<file path="src/rtl/adc_seq_pkg.sv">
package adc_seq_pkg;

    typedef enum logic [1:0] {
        SEQ_IDLE = 2'd0,
        SEQ_ACQ  = 2'd1,
        SEQ_CONV = 2'd2
    } seq_state_e;

    typedef enum logic [1:0] {
        CH_V   = 2'd0,
        CH_W   = 2'd1,
        CH_U   = 2'd2,
        CH_AUX = 2'd3
    } chan_e;

    // control register bit positions
    localparam int unsigned CB_AUXSEL_LO = 0;
    localparam int unsigned CB_IRQ_EN    = 2;
    localparam int unsigned CB_U_EN      = 3;
    localparam int unsigned CB_AUX_EN    = 4;
    localparam int unsigned CB_PIN_EN    = 5;
    localparam int unsigned CB_PWM_EN    = 6;

    // host addresses
    localparam int unsigned WA_CTRL   = 0;
    localparam int unsigned WA_START  = 1;
    localparam int unsigned RA_STATUS = 4;
    localparam int unsigned RA_CTRL   = 5;

    // channel that follows cur in a group
    function automatic chan_e follow_chan(input chan_e cur, input logic u_en);
        chan_e nx;
        case (cur)
            CH_V:    nx = CH_W;
            CH_W:    nx = u_en ? CH_U : CH_AUX;
            CH_U:    nx = CH_AUX;
            default: nx = CH_AUX;
        endcase
        return nx;
    endfunction

    // true when cur is the final channel of the group
    function automatic logic is_last_chan(input chan_e cur, input logic u_en,
                                          input logic aux_en);
        logic last;
        case (cur)
            CH_V:    last = 1'b0;
            CH_W:    last = !u_en && !aux_en;
            CH_U:    last = !aux_en;
            default: last = 1'b1;
        endcase
        return last;
    endfunction

endpackage

</file>
<file path="src/rtl/adc_trig_detect.sv">
module adc_trig_detect (
    input  logic clk,
    input  logic rst_n,
    input  logic sw_start,
    input  logic pin_start,
    input  logic pwm_sync,
    input  logic pin_en,
    input  logic pwm_en,
    output logic start_req
);

    typedef struct packed {
        logic pin;
        logic pwm;
    } trig_s;

    trig_s trig_d, trig_q;
    logic  pin_rise, pwm_rise;

    always_comb begin
        trig_d     = trig_q;
        trig_d.pin = pin_start;
        trig_d.pwm = pwm_sync;
        pin_rise   = pin_start && !trig_q.pin;
        pwm_rise   = pwm_sync && !trig_q.pwm;
        start_req  = sw_start || (pin_en && pin_rise) || (pwm_en && pwm_rise);
    end

    always_ff @(posedge clk) begin
        if (!rst_n) begin
            trig_q <= '0;
        end else begin
            trig_q <= trig_d;
        end
    end

    // a pin held high never requests on its own
    a_r11_pin_level_quiet: assert property (@(posedge clk) disable iff (!rst_n)
        (!sw_start && !pwm_sync && pin_start && $past(pin_start)) |-> !start_req);

endmodule

</file>
<file path="src/rtl/adc_seq_ctrl.sv">
module adc_seq_ctrl
    import adc_seq_pkg::*;
#(
    parameter int unsigned ACQ_CYC  = 20,
    parameter int unsigned CONV_CYC = 40
) (
    input  logic       clk,
    input  logic       rst_n,
    input  logic       start_req,
    input  logic       u_en,
    input  logic       aux_en,
    output logic       busy,
    output logic       sample_hold,
    output logic       conv_active,
    output logic [1:0] conv_chan,
    output logic       chan_done,
    output logic       group_done
);

    localparam int unsigned MAX_CYC = (ACQ_CYC > CONV_CYC) ? ACQ_CYC : CONV_CYC;
    localparam int unsigned CNT_W   = $clog2(MAX_CYC + 1);
    localparam logic [CNT_W-1:0] ACQ_LAST  = CNT_W'(ACQ_CYC - 1);
    localparam logic [CNT_W-1:0] CONV_LAST = CNT_W'(CONV_CYC - 1);

    typedef struct packed {
        seq_state_e       st;
        logic [CNT_W-1:0] cnt;
        chan_e            ch;
        logic             u_en;
        logic             aux_en;
    } seq_s;

    seq_s seq_d, seq_q;

    always_comb begin
        seq_d      = seq_q;
        chan_done  = 1'b0;
        group_done = 1'b0;
        case (seq_q.st)
            SEQ_IDLE: begin
                if (start_req) begin
                    seq_d.st     = SEQ_ACQ;
                    seq_d.cnt    = '0;
                    seq_d.ch     = CH_V;
                    seq_d.u_en   = u_en;
                    seq_d.aux_en = aux_en;
                end
            end
            SEQ_ACQ: begin
                if (seq_q.cnt == ACQ_LAST) begin
                    seq_d.st  = SEQ_CONV;
                    seq_d.cnt = '0;
                    seq_d.ch  = CH_V;
                end else begin
                    seq_d.cnt = seq_q.cnt + 1'b1;
                end
            end
            SEQ_CONV: begin
                if (seq_q.cnt == CONV_LAST) begin
                    chan_done = 1'b1;
                    seq_d.cnt = '0;
                    if (is_last_chan(seq_q.ch, seq_q.u_en, seq_q.aux_en)) begin
                        seq_d.st   = SEQ_IDLE;
                        group_done = 1'b1;
                    end else begin
                        seq_d.ch = follow_chan(seq_q.ch, seq_q.u_en);
                    end
                end else begin
                    seq_d.cnt = seq_q.cnt + 1'b1;
                end
            end
            default: seq_d.st = SEQ_IDLE;
        endcase
    end

    always_ff @(posedge clk) begin
        if (!rst_n) begin
            seq_q <= '{st: SEQ_IDLE, cnt: '0, ch: CH_V, u_en: 1'b0, aux_en: 1'b0};
        end else begin
            seq_q <= seq_d;
        end
    end

    assign busy        = (seq_q.st != SEQ_IDLE);
    assign sample_hold = (seq_q.st == SEQ_ACQ);
    assign conv_active = (seq_q.st == SEQ_CONV);
    assign conv_chan   = seq_q.ch;

    // conversion only ever follows the acquisition phase
    a_r2_acq_before_conv: assert property (@(posedge clk) disable iff (!rst_n)
        $rose(conv_active) |-> $past(sample_hold));

    // W is the channel that follows V
    a_r4_w_after_v: assert property (@(posedge clk) disable iff (!rst_n)
        (conv_active && $past(conv_active) && $past(conv_chan) == CH_V
         && conv_chan != CH_V) |-> conv_chan == CH_W);

    // U is never converted in a group whose U enable was clear
    a_r4_u_only_enabled: assert property (@(posedge clk) disable iff (!rst_n)
        (conv_active && conv_chan == CH_U) |-> seq_q.u_en);

    // a request while busy does not end the group early
    a_r10_busy_held: assert property (@(posedge clk) disable iff (!rst_n)
        (busy && start_req && !group_done) |=> busy);

endmodule

</file>
<file path="src/rtl/adc_result_bank.sv">
module adc_result_bank #(
    parameter int unsigned NCH    = 4,
    parameter int unsigned CODE_W = 11
) (
    input  logic                           clk,
    input  logic                           rst_n,
    input  logic                           we,
    input  logic [$clog2(NCH)-1:0]         wsel,
    input  logic [CODE_W-1:0]              code,
    output logic [NCH-1:0][CODE_W-1:0]     res
);

    localparam int unsigned SEL_W = $clog2(NCH);

    typedef struct packed {
        logic [NCH-1:0][CODE_W-1:0] r;
    } bank_s;

    bank_s bank_d, bank_q;

    always_comb begin
        bank_d = bank_q;
        for (int i = 0; i < NCH; i++) begin
            if (we && wsel == SEL_W'(i)) begin
                bank_d.r[i] = code;
            end
        end
    end

    always_ff @(posedge clk) begin
        if (!rst_n) begin
            bank_q <= '0;
        end else begin
            bank_q <= bank_d;
        end
    end

    assign res = bank_q.r;

    for (genvar g = 0; g < NCH; g++) begin : g_hold
        // a register keeps its value unless its own channel finishes
        a_r6_hold_other: assert property (@(posedge clk) disable iff (!rst_n)
            !(we && wsel == SEL_W'(g)) |=> $stable(bank_q.r[g]));
    end

endmodule

</file>
<file path="src/rtl/adc_group_seq.sv">
module adc_group_seq
    import adc_seq_pkg::*;
#(
    parameter int unsigned ACQ_CYC  = 20,
    parameter int unsigned CONV_CYC = 40,
    parameter int unsigned DATA_W   = 12,
    parameter int unsigned CODE_W   = 11,
    parameter int unsigned ADDR_W   = 3
) (
    input  logic              clk,
    input  logic              rst_n,
    input  logic              wr_en,
    input  logic [ADDR_W-1:0] wr_addr,
    input  logic [DATA_W-1:0] wr_data,
    input  logic              rd_en,
    input  logic [ADDR_W-1:0] rd_addr,
    output logic [DATA_W-1:0] rd_data,
    input  logic              conv_start_pin,
    input  logic              pwm_sync,
    input  logic [CODE_W-1:0] conv_code,
    output logic              sample_hold,
    output logic              conv_active,
    output logic [1:0]        conv_chan,
    output logic [1:0]        aux_sel,
    output logic              busy,
    output logic              irq
);

    localparam int unsigned NCH   = 4;
    localparam int unsigned EXT_W = DATA_W - CODE_W;

    typedef struct packed {
        logic [DATA_W-1:0] ctrl;
        logic              flag;
    } regs_s;

    regs_s regs_d, regs_q;

    logic                       sw_start, start_req, rd_clr;
    logic                       chan_done, group_done;
    logic [NCH-1:0][CODE_W-1:0] res;

    assign sw_start = wr_en && (wr_addr == ADDR_W'(WA_START));
    assign rd_clr   = rd_en && (rd_addr == ADDR_W'(RA_STATUS));

    adc_trig_detect u_trig (
        .clk       (clk),
        .rst_n     (rst_n),
        .sw_start  (sw_start),
        .pin_start (conv_start_pin),
        .pwm_sync  (pwm_sync),
        .pin_en    (regs_q.ctrl[CB_PIN_EN]),
        .pwm_en    (regs_q.ctrl[CB_PWM_EN]),
        .start_req (start_req)
    );

    adc_seq_ctrl #(
        .ACQ_CYC  (ACQ_CYC),
        .CONV_CYC (CONV_CYC)
    ) u_seq (
        .clk         (clk),
        .rst_n       (rst_n),
        .start_req   (start_req),
        .u_en        (regs_q.ctrl[CB_U_EN]),
        .aux_en      (regs_q.ctrl[CB_AUX_EN]),
        .busy        (busy),
        .sample_hold (sample_hold),
        .conv_active (conv_active),
        .conv_chan   (conv_chan),
        .chan_done   (chan_done),
        .group_done  (group_done)
    );

    adc_result_bank #(
        .NCH    (NCH),
        .CODE_W (CODE_W)
    ) u_bank (
        .clk   (clk),
        .rst_n (rst_n),
        .we    (chan_done),
        .wsel  (conv_chan),
        .code  (conv_code),
        .res   (res)
    );

    always_comb begin
        regs_d = regs_q;
        if (wr_en && wr_addr == ADDR_W'(WA_CTRL)) begin
            regs_d.ctrl = wr_data;
        end
        if (rd_clr) begin
            regs_d.flag = 1'b0;
        end
        if (group_done && regs_q.ctrl[CB_IRQ_EN]) begin
            regs_d.flag = 1'b1;
        end
    end

    always_ff @(posedge clk) begin
        if (!rst_n) begin
            regs_q <= '0;
        end else begin
            regs_q <= regs_d;
        end
    end

    always_comb begin
        rd_data = '0;
        if (rd_addr < ADDR_W'(NCH)) begin
            rd_data = {{EXT_W{res[rd_addr[1:0]][CODE_W-1]}}, res[rd_addr[1:0]]};
        end else if (rd_addr == ADDR_W'(RA_STATUS)) begin
            rd_data = {{(DATA_W-2){1'b0}}, busy, regs_q.flag};
        end else if (rd_addr == ADDR_W'(RA_CTRL)) begin
            rd_data = regs_q.ctrl;
        end
    end

    assign aux_sel = regs_q.ctrl[CB_AUXSEL_LO +: 2];
    assign irq     = regs_q.flag && regs_q.ctrl[CB_IRQ_EN];

    // an interrupt needs its enable
    a_r8_irq_needs_en: assert property (@(posedge clk) disable iff (!rst_n)
        irq |-> regs_q.ctrl[CB_IRQ_EN]);

    // end of group with the enable set raises the request
    a_r8_irq_on_done: assert property (@(posedge clk) disable iff (!rst_n)
        (group_done && regs_q.ctrl[CB_IRQ_EN] && !(wr_en && wr_addr == ADDR_W'(WA_CTRL)))
        |=> irq);

    // a status read without a fresh group end drops the request
    a_r9_read_clears: assert property (@(posedge clk) disable iff (!rst_n)
        (rd_clr && !group_done) |=> !irq);

    // a group only starts from idle
    a_r10_start_from_idle: assert property (@(posedge clk) disable iff (!rst_n)
        $rose(busy) |-> $past(start_req));

endmodule

</file>
<file path="config.mk">
export PLATFORM = sky130hd
export DESIGN_NAME = adc_group_seq
export DESIGN_NICKNAME = d
export VERILOG_FILES = /design/src/rtl/adc_seq_pkg.sv /design/src/rtl/adc_trig_detect.sv /design/src/rtl/adc_seq_ctrl.sv /design/src/rtl/adc_result_bank.sv /design/src/rtl/adc_group_seq.sv
export SDC_FILE = /design/constraint.sdc
export NUM_CORES = 1
export LEC_CHECK = 0
export BUFFER_PORTS_ARGS = -buffer_cell sky130_fd_sc_hd__buf_2
export CORE_MARGIN = 5
export CORE_UTILIZATION = 50
export CTS_CLUSTER_SIZE = 25
export DETAILED_ROUTE_END_ITERATION = 16
export PLACE_DENSITY = 0.7
export SLEW_MARGIN = 20
export SYNTH_ARGS = -nofsm -noshare
export SYNTH_HDL_FRONTEND = slang
export SYNTH_SLANG_ARGS = --single-unit
</file>
<file path="constraint.sdc">
create_clock -name clk -period 2.45 [get_ports clk]
set_input_delay 0.1225 -clock clk [delete_from_list [all_inputs] [get_ports clk]]
set_output_delay 0.1225 -clock clk [all_outputs]
set_load 0.01 [all_outputs]
</file>
==> run metrics, run 1 <==
status finished, final reports clean; Setup CP Type flop to flop; Starting Density a little over half; number of cells after detailed placement 475; 1st-iter DRT viols 95; IO buf count 54; I/O pins 55; Max Cap Violations 0; pin count of the biggest net entering global routing 54; average cell area after synthesis a little over 9 um^2; dpl cell area between 0.003 and 0.004 mm^2; routed vias 2701; commonest non-fill, non-tap cell in the layout dfxtp_1; CTS max path bufs 2; Leak around 1.7 nW; H-tree depth reported by CTS 3; startpoint types flop; sequential-to-total area share from yosys stat 42.31%; Fmax between 400 and 500 MHz; gpl congestion 0.7778; # rows 29; Worst EP required around 2700 ps; Worst VDD drop 362.3 uV; cell count after synthesis 360; RSZ-0062 raised after global routing no; layout cell share with drive strength beyond 1 23.21%; CTS tree built; Syn. warnings 0; worst-margin pin slew about 600 ps; final setup vio count 0; asr flop ratio synth 0%; Post-synth EDFFs 0; Clock Latency Late Sink 340 ps; worst slack, placed about 430 ps; DRT Pass-1 Iters 4; antenna fix cells 0; clock transition at the registers of the reported paths 80 ps; remaining antenna violation count after routing 0; grt ovf 0; first-pass GRT wire length roughly 13 mm; crit path setup slack, layout just under 400 ps; initial antenna violation count 0; Yosys cell types 45; Fin Clk Skew roughly 8.3 ps; CTS Buf Count 9; CTS root buf clkbuf_8; count of final hold-check violations 0; full die area between 0.008 and 0.009 mm^2; max-slew violations 0; Synthesized Nets roughly 400; Max-slew headroom 58.94%; Finished Layout Cells around 500; post-DR vias/cell around 5.5; Tot Pwr approximately 2.2 mW; Final period util around 84%; P&R area growth vs syn 16.46%; worst hold path type primary input to flop; crit path capture type flop; Total GRT Usage about a fifth; CP arrival 2290 ps; clk sink count 71; nets@finish about 450; prevailing post-synth register cell dfxtp_1; Mapped Area around 0.0034 mm^2; fin crit period approximately 2100 ps; wirelength, routed between 7 and 8 mm; hold slack 13.73 ps; PwrDens between 500 and 600 mW/mm^2; #FFs+latches synth 71; post-layout util between 60% and 70%; core area around 0.0065 mm^2; filler instances 582; Die Height just over 90 um; Max Fanout on Critical Path 11; Die Wd a little over 90 um; fin area between 0.003 and 0.004 mm^2; dpl hpwl around 5.4 mm; most frequent cells in the layout dfxtp_1 (71), buf_2 (54), nor2_1 (51); setup TNS 0 ps; DRC errors left 0; post-DR wirelength/cell roughly 15 um; vias in the first global route about 2.7k
## worst paths after layout
check | from | to | slack, ps | cells past startpoint
setup / recovery | u_seq.seq_q[10] | u_bank.res[36] | 380 | 8
setup reg to reg | u_seq.seq_q[10] | u_bank.res[36] | 380 | 8
hold / removal | wr_data[9] | regs_q[10] | 10 | 3
hold reg to reg | regs_q[11] | regs_q[11] | 460 | 2
## synthesized netlist by cell type (5+ instances only)
library cell   n  share of area [%]
nor2_1        51                5.7
a21oi_1       17                2.5
nand3_1        7                1.0
o21ai_0       10                1.5
mux2i_1       49                 15
dfxtp_1       71                 42
mux4_2        11                7.4
clkbuf_1      12                1.3
nand2_1       49                5.5
buf_2          5               0.74
ha_1           6                2.2
inv_1         19                2.1
## layout make-up
type                            instances  area (um^2)  share of cell area [%]
Clock buffer                           10        127.6                   3.262
Clock inverter                          6        70.07                   1.791
Inverter                               19        71.32                   1.823
Multi-Input combinational cell        247         1750                   44.74
Sequential cell                        71         1421                   36.33
Tap cell                               77        96.34                   2.462
Timing Repair Buffer                   65        375.4                   9.594
## metal layers
| metal | global-route usage [%] | up-vias | share of wire, % |
|---|---|---|---|
| met5 | 0 | - | 0 |
| met4 | 8.045 | 0 | 1.8 |
| li1 | - | 1343 | - |
| met1 | 23.77 | 1291 | 44 |
| met2 | 31.27 | 56 | 49 |
| met3 | 3.273 | 11 | 4.6 |
## cell families after synthesis
family | count (synthesis) | share of synthesized area [%]
mux | 60 | 21.97
simple gates | 134 | 18.59
fa+ha+maj | 6 | 2.235
flops | 71 | 42.31
compound gates | 47 | 9.125
buf+inv | 42 | 5.773
## worst max-delay path: stages (launching register included)
cell     delay [ps]
dfxtp_1         350
inv_1           110
ha_1            340
inv_1           120
nor3_2          310
and3_1          210
buf_4           240
mux2i_1         230
nor2_1           60
## power by group
group | switching [mW] | internal [mW] | leakage, nW
Sequential | 0.00481 | 1.16 | 0.573
Combinational | 0.0853 | 0.0584 | 0.990
Clock | 0.454 | 0.478 | 0.101
## state kept, by name, indices dropped and copies added, names as in the netlist
signal	count
u_seq.conv_chan	2
regs_q	11
u_bank.res	44
aux_sel	2
u_trig.trig_q	2
u_seq.seq_q	10
## timing repair
item / 4_1_cts / 5_1_grt
hold endpoints to repair: 4 / 0
setup buffers: 0 / 0
hold buffers: 4 / 0
gates resized for setup: 0 / 0
Note: power is estimated with default switching activity, not from simulation.
==> run 2, diff against run 1 <==
- PLACE_DENSITY: 0.7 -> 0.73
- clock period: 2.45 -> 1.9 ns (I/O delays scaled with it)
==> run 2 against run 1 <==
Sequential power up 29%. Critical path depth down 2. Setup slack worse by 300 ps. Utilization up 2.8 points. Die area unchanged. Power up 25%. Hold slack better by 11 ps. Highest routed layer unchanged. Largest cell class unchanged. Sequential share of layout area down 1.5 points. Cell count up 4.2%.
==> run metrics, run 2 (same netlist as run 1, synthesis figures left out) <==
I/O pins 55 (unchanged); Logic pwr share 7.8% (was 6.4%); WHS Path Cells 3 (unchanged); Leak 1.753 nW (was 1.663 nW); Worst VDD drop 603.2 uV (was 362.3 uV); number of flip-flops under the largest register name 44 (unchanged); layout cell share with drive strength beyond 1 25.28% (was 23.21%); Clk pwr share 38.4% (was 41.6%); Setup CP Type flop to flop (unchanged); biggest cell delay along the critical path 410 ps (was 350 ps); DRC errors left 0 (unchanged); core area 0.006459 mm^2 (unchanged); CTS Buf Count 9 (unchanged); Starting Density 52.01% (unchanged); CP cell instances ha_2 -> nand4bb_1 -> o21ai_2 -> nand2_2 -> a2111o_1 -> a221oi_2 (was inv_1 -> ha_1 -> inv_1 -> nor3_2 -> and3_1 -> buf_4 -> mux2i_1 -> nor2_1); dpl cell area 0.003755 mm^2 (was 0.003675 mm^2); IO buf count 54 (unchanged); startpoint types flop (unchanged); number of cells after detailed placement 484 (was 475); full die area 0.008458 mm^2 (unchanged); routed vias 2807 (was 2701); Final period util 95.30% (was 84.30%); Max Fanout on Critical Path 5 (was 11); RSZ-0062 raised after global routing yes (was no); nets@finish 475 (was 454); grt ovf 0 (unchanged); commonest non-fill, non-tap cell in the layout dfxtp_1 (unchanged); Total GRT Usage 19.31% (was 18.69%); clk sink count 71 (unchanged); wirelength, routed 8.080 mm (was 7.633 mm); dpl hpwl 5.562 mm (was 5.430 mm); Fin Clk Skew 5.889 ps (was 8.323 ps); max-slew violations 0 (unchanged); post-layout util 63.37% (was 60.58%); CP max stage cell a2111o_1 (was dfxtp_1); worst-margin pin slew 427.9 ps (was 613.6 ps); clock transition at the registers of the reported paths 80 ps (about the same); crit path capture type flop (unchanged); count of final hold-check violations 0 (unchanged); sw frac 25.89% (was 24.28%); hold slack 24.61 ps (was 13.73 ps); Finished Layout Cells 516 (was 495); Max-slew headroom 71.30% (was 58.94%); fin crit period 1811 ps (was 2065 ps); initial antenna violation count 0 (unchanged); vias in the first global route 2770 (was 2694); Psw 0.7229 mW (was 0.5440 mW); Die Height 91.97 um (unchanged); # rows 29 (unchanged); CTS tree built (unchanged); CTS root buf clkbuf_8 (unchanged); Fmax 552.3 MHz (was 484.2 MHz); sequential share of power 53.8% (was 52.0%); Clock Latency Late Sink 350 ps (was 340 ps); CP arrival 2080 ps (was 2290 ps); antenna fix cells 0 (unchanged); CTS max path bufs 2 (unchanged); H-tree depth reported by CTS 3 (unchanged); Pint 2.070 mW (was 1.696 mW); gpl congestion 0.7479 (was 0.7778); Die Wd 91.97 um (unchanged); post-DR vias/cell 5.440 (was 5.457); worst hold path type primary input to flop (unchanged); Worst EP required 2170 ps (was 2680 ps); pin count of the biggest net entering global routing 36 (was 54); fin area 0.004093 mm^2 (was 0.003913 mm^2); final setup vio count 0 (unchanged); P&R area growth vs syn 21.83% (was 16.46%); setup TNS 0 ps (unchanged); R2R depth 6 (was 8); first-pass GRT wire length 13.11 mm (was 12.78 mm); DRT Pass-1 Iters 4 (unchanged); post-DR wirelength/cell 15.66 um (was 15.42 um); 1st-iter DRT viols 130 (was 95); most frequent cells in the layout dfxtp_1 (69), buf_2 (54), nor2_1 (51) (was dfxtp_1 (71), buf_2 (54), nor2_1 (51)); remaining antenna violation count after routing 0 (unchanged); Max Cap Violations 0 (unchanged); status finished, final reports clean (unchanged); R2R Setup Slk 90 ps (was 380 ps); PwrDens 682.4 mW/mm^2 (was 572.5 mW/mm^2)
## run 2: final cells by class
class	count	area [um^2]
clock buffer	9	123.9
clock inverter	7	47.55
fill	534	2366
inverter	19	71.32
multi-input combinational	247	1759
sequential	71	1424
tap	77	96.34
timing repair buffer	86	570.5
## run 2: worst paths after layout
| kind | start | endpoint |
|---|---|---|
| worst max-delay path | u_seq.seq_q[4] | u_seq.conv_chan[1] |
| worst min-delay path | conv_code[0] | u_bank.res[0] |
| worst max register to register | u_seq.seq_q[4] | u_seq.conv_chan[1] |
| worst min register to register | regs_q[9] | regs_q[9] |
## run 2: power by group through the flow
stage,clock network (mW),logic (mW),registers [mW]
2_1_floorplan,0,0.103,1.53
3_3_place_gp,0,0.187,1.54
3_5_place_dp,0,0.189,1.54
4_1_cts,1.10,0.211,1.50
5_1_grt,1.16,0.238,1.50
6_report,1.07,0.217,1.50
## run 2: layer usage
| layer | up-vias | share of wire [%] | global-route usage (%) |
|---|---|---|---|
| met5 | - | 0 | 0 |
| met4 | 0 | 1.3 | 6.683 |
| met2 | 70 | 50 | 32.30 |
| met1 | 1341 | 44 | 23.80 |
| li1 | 1386 | - | - |
| met3 | 10 | 5.0 | 5.646 |
## run 2: critical path: cells and delay by family (launching register included)
kind	cells	cell delay, ps
AO/OA/AOI/OAI	3	840
AND/OR/NAND/NOR	2	240
adder cells (fa/ha/maj)	1	260
flip-flops	1	390
## run 2: through the flow
step / total power [mW] / setup WS (ps)
2_1_floorplan: 1.637 / 79.72
3_3_place_gp: 1.724 / 131.0
3_5_place_dp: 1.726 / 41.19
4_1_cts: 2.817 / 28.33
5_1_grt: 2.904 / -27.73
6_report: 2.793 / 89.32
## run 2: what timing repair did
action	4_1_cts	5_1_grt
setup endpoints to repair	0	27
resized for setup	0	4
endpoints found under the hold margin	13	1
setup buffers	0	2
hold buffers	13	1
==> run 3, diff against run 2 <==
- ABC_AREA: not set -> 1
==> run 3 against run 2 <==
Sequential share of layout area up 2.1 points. Sequential power up 8%. Synthesized cell count up 29%. Clock power up 18%. Highest routed layer unchanged.
==> run metrics, run 3 <==
count leader, synth a21oi_1 (was dfxtp_1); DRC errors left 0 (unchanged); sequential-to-total area share from yosys stat 42.90% (was 42.31%); Worst EP required 2130 ps (was 2170 ps); vias in the first global route 2888 (was 2770); final setup vio count 0 (unchanged); pin count of the biggest net entering global routing 30 (was 36); status finished, final reports clean (unchanged); Total GRT Usage 19.24% (was 19.31%); Clock Latency Late Sink 350 ps (about the same); CTS Buf Count 9 (unchanged); IO buf count 54 (unchanged); DRT Pass-1 Iters 5 (was 4); worst-margin pin slew 629.1 ps (was 427.9 ps); Yosys cell types 29 (was 45); most frequent cells in the layout a21oi_1 (79), inv_1 (73), dfxtp_1 (71) (was dfxtp_1 (69), buf_2 (54), nor2_1 (51)); Post-synth EDFFs 0 (unchanged); Tot Pwr 3.634 mW (was 2.793 mW); asr flop ratio synth 0% (unchanged); post-synth top area share 42.90% (was 42.31%); routed vias 3130 (was 2807); Synth top cells by count a21oi_1 (79), inv_1 (73), dfxtp_1 (71) (was dfxtp_1 (71), nor2_1 (51), mux2i_1 (49), nand2_1 (49), inv_1 (19)); CP arrival 1970 ps (was 2080 ps); core area 0.006386 mm^2 (was 0.006459 mm^2); CTS root buf clkbuf_8 (unchanged); setup TNS 0 ps (unchanged); crit path capture type flop (unchanged); Die Wd 91.40 um (was 91.97 um); initial antenna violation count 0 (unchanged); Worst VDD drop 594.0 uV (was 603.2 uV); Fin Clk Skew 12.47 ps (was 5.889 ps); nets@finish 554 (was 475); layout cell share with drive strength beyond 1 16.99% (was 25.28%); crit path setup slack, layout 161.0 ps (was 89.32 ps); # rows 29 (unchanged); count of final hold-check violations 0 (unchanged); remaining antenna violation count after routing 0 (unchanged); grt met1 use 23.94% (was 23.80%); grt ovf 0 (unchanged); Setup CP Type flop to flop (unchanged); average cell area after synthesis 7.125 um^2 (was 9.332 um^2); H-tree depth reported by CTS 3 (unchanged); Yosys top cell by area dfxtp_1 (unchanged); Die Height 91.40 um (was 91.97 um); Mapped Area 0.003313 mm^2 (was 0.003359 mm^2); startpoint types flop (unchanged); clk sink count 71 (unchanged); 1st-iter DRT viols 160 (was 130); fin crit period 1739 ps (was 1811 ps); Syn. warnings 0 (unchanged); post-DR vias/cell 5.261 (was 5.440); clock transition at the registers of the reported paths 80 ps (about the same); I/O pins 55 (unchanged); wirelength, routed 8.057 mm (was 8.080 mm); GRT busiest layer met2 (unchanged); #FFs+latches synth 71 (unchanged); cell count after synthesis 465 (was 360); P&R area growth vs syn 16.20% (was 21.83%); PwrDens 943.9 mW/mm^2 (was 682.4 mW/mm^2); Max Fanout on Critical Path 14 (was 5); Starting Density 51.88% (was 52.01%); commonest non-fill, non-tap cell in the layout a21oi_1 (was dfxtp_1); Max-slew headroom 57.96% (was 71.30%); Final period util 91.52% (was 95.30%); Fmax 575.1 MHz (was 552.3 MHz); number of flip-flops under the largest register name 44 (unchanged); gpl congestion 0.8822 (was 0.7479); met3 GRT Util 5.124% (was 5.646%); dpl hpwl 5.843 mm (was 5.562 mm); multi-input logic area 0.001486 mm^2 (was 0.001759 mm^2); Leak 1.587 nW (was 1.753 nW); first-pass GRT wire length 13.16 mm (was 13.11 mm); max-slew violations 0 (unchanged); full die area 0.008354 mm^2 (was 0.008458 mm^2); register area 0.001421 mm^2 (was 0.001424 mm^2); CTS max path bufs 2 (unchanged); largest cells by area after synthesis dfxtp_1 (43%), a21oi_1 (12%), o21ai_0 (10%) (was dfxtp_1 (42%), mux2i_1 (15%), mux4_2 (7.4%)); antenna fix cells 0 (unchanged); CTS tree built (unchanged); Synthesized Nets 506 (was 401); filler instances 599 (was 534); post-DR wirelength/cell 13.54 um (was 15.66 um); prevailing post-synth register cell dfxtp_1 (unchanged); worst slack, placed -11.13 ps (was 41.19 ps); Max Cap Violations 0 (unchanged); worst hold path type primary input to flop (unchanged); met2 Usage GRT 31.32% (was 32.30%)
[run 3: worst paths after layout]
check,start,end,slack [ps],cells after the start
min,wr_data[6],regs_q[7],30,3
min reg2reg,u_bank.res[27],u_bank.res[27],440,2
max,u_seq.seq_q[4],u_bank.res[0],160,9
max reg2reg,u_seq.seq_q[4],u_bank.res[0],160,9
[run 3: cell families (layout without fill, tap and decap cells)]
kind of cell             Yosys count  in the layout  synth area share, %
flip-flops                        71             71                42.90
buffers and inverters            103            156                12.76
adder cells (fa/ha/maj)            6              6                2.266
AND/OR/NAND/NOR                  119            119                15.86
AO/OA/AOI/OAI                    166            166                26.21
[run 3: where the power goes]
group	total, mW	switching [mW]	leakage, nW	internal (mW)
Clock	1.26	0.551	0.109	0.711
Combinational	0.749	0.499	0.903	0.250
Sequential	1.62	0.0770	0.574	1.55
Total	3.63	1.13	1.59	2.51
[run 3: layout make-up]
| type | count | area share, % |
|---|---|---|
| Timing Repair Buffer | 64 | 9.100 |
| Inverter | 76 | 7.442 |
| Sequential cell | 71 | 36.92 |
| Clock inverter | 3 | 1.040 |
| Multi-Input combinational cell | 291 | 38.61 |
| Clock buffer | 13 | 4.387 |
| Tap cell | 77 | 2.502 |
[run 3: repair_timing]
item | CTS | global route
endpoints found under the hold margin | 2 | 0
hold buffers | 2 | 0
pin swaps | 0 | 1
gates cloned | 0 | 0
endpoints found under the setup margin | 1 | 25
gates resized for setup | 1 | 3
setup buffers | 0 | 0
[run 3: routing by layer]
metal | wire (um) | share of wire [%]
met4 | 167 | 2.1
met1 | 3664 | 45
met2 | 3803 | 47
met3 | 422 | 5.2
met5 | 0 | 0
[run 3: through the flow]
stage	hold slack (ps)	cell area, um^2	cells	utilization (%)
detailed placement	294.5	3602	577	56.41
floorplan	188.5	3313	465	-
CTS	26.35	3832	595	60.01
global placement	291.0	3602	577	56.41
finish	34.04	3850	595	60.29
global route	37.51	3850	595	60.29
[run 3: critical path, stage by stage (launching register included)]
cell and delay [ps]:
dfxtp_1 380, ha_1 210, nand2_2 80, nor2_2 90
nand2_2 80, nor2_4 170, buf_4 210, nand2_4 120
o21ai_0 210, a21oi_1 60
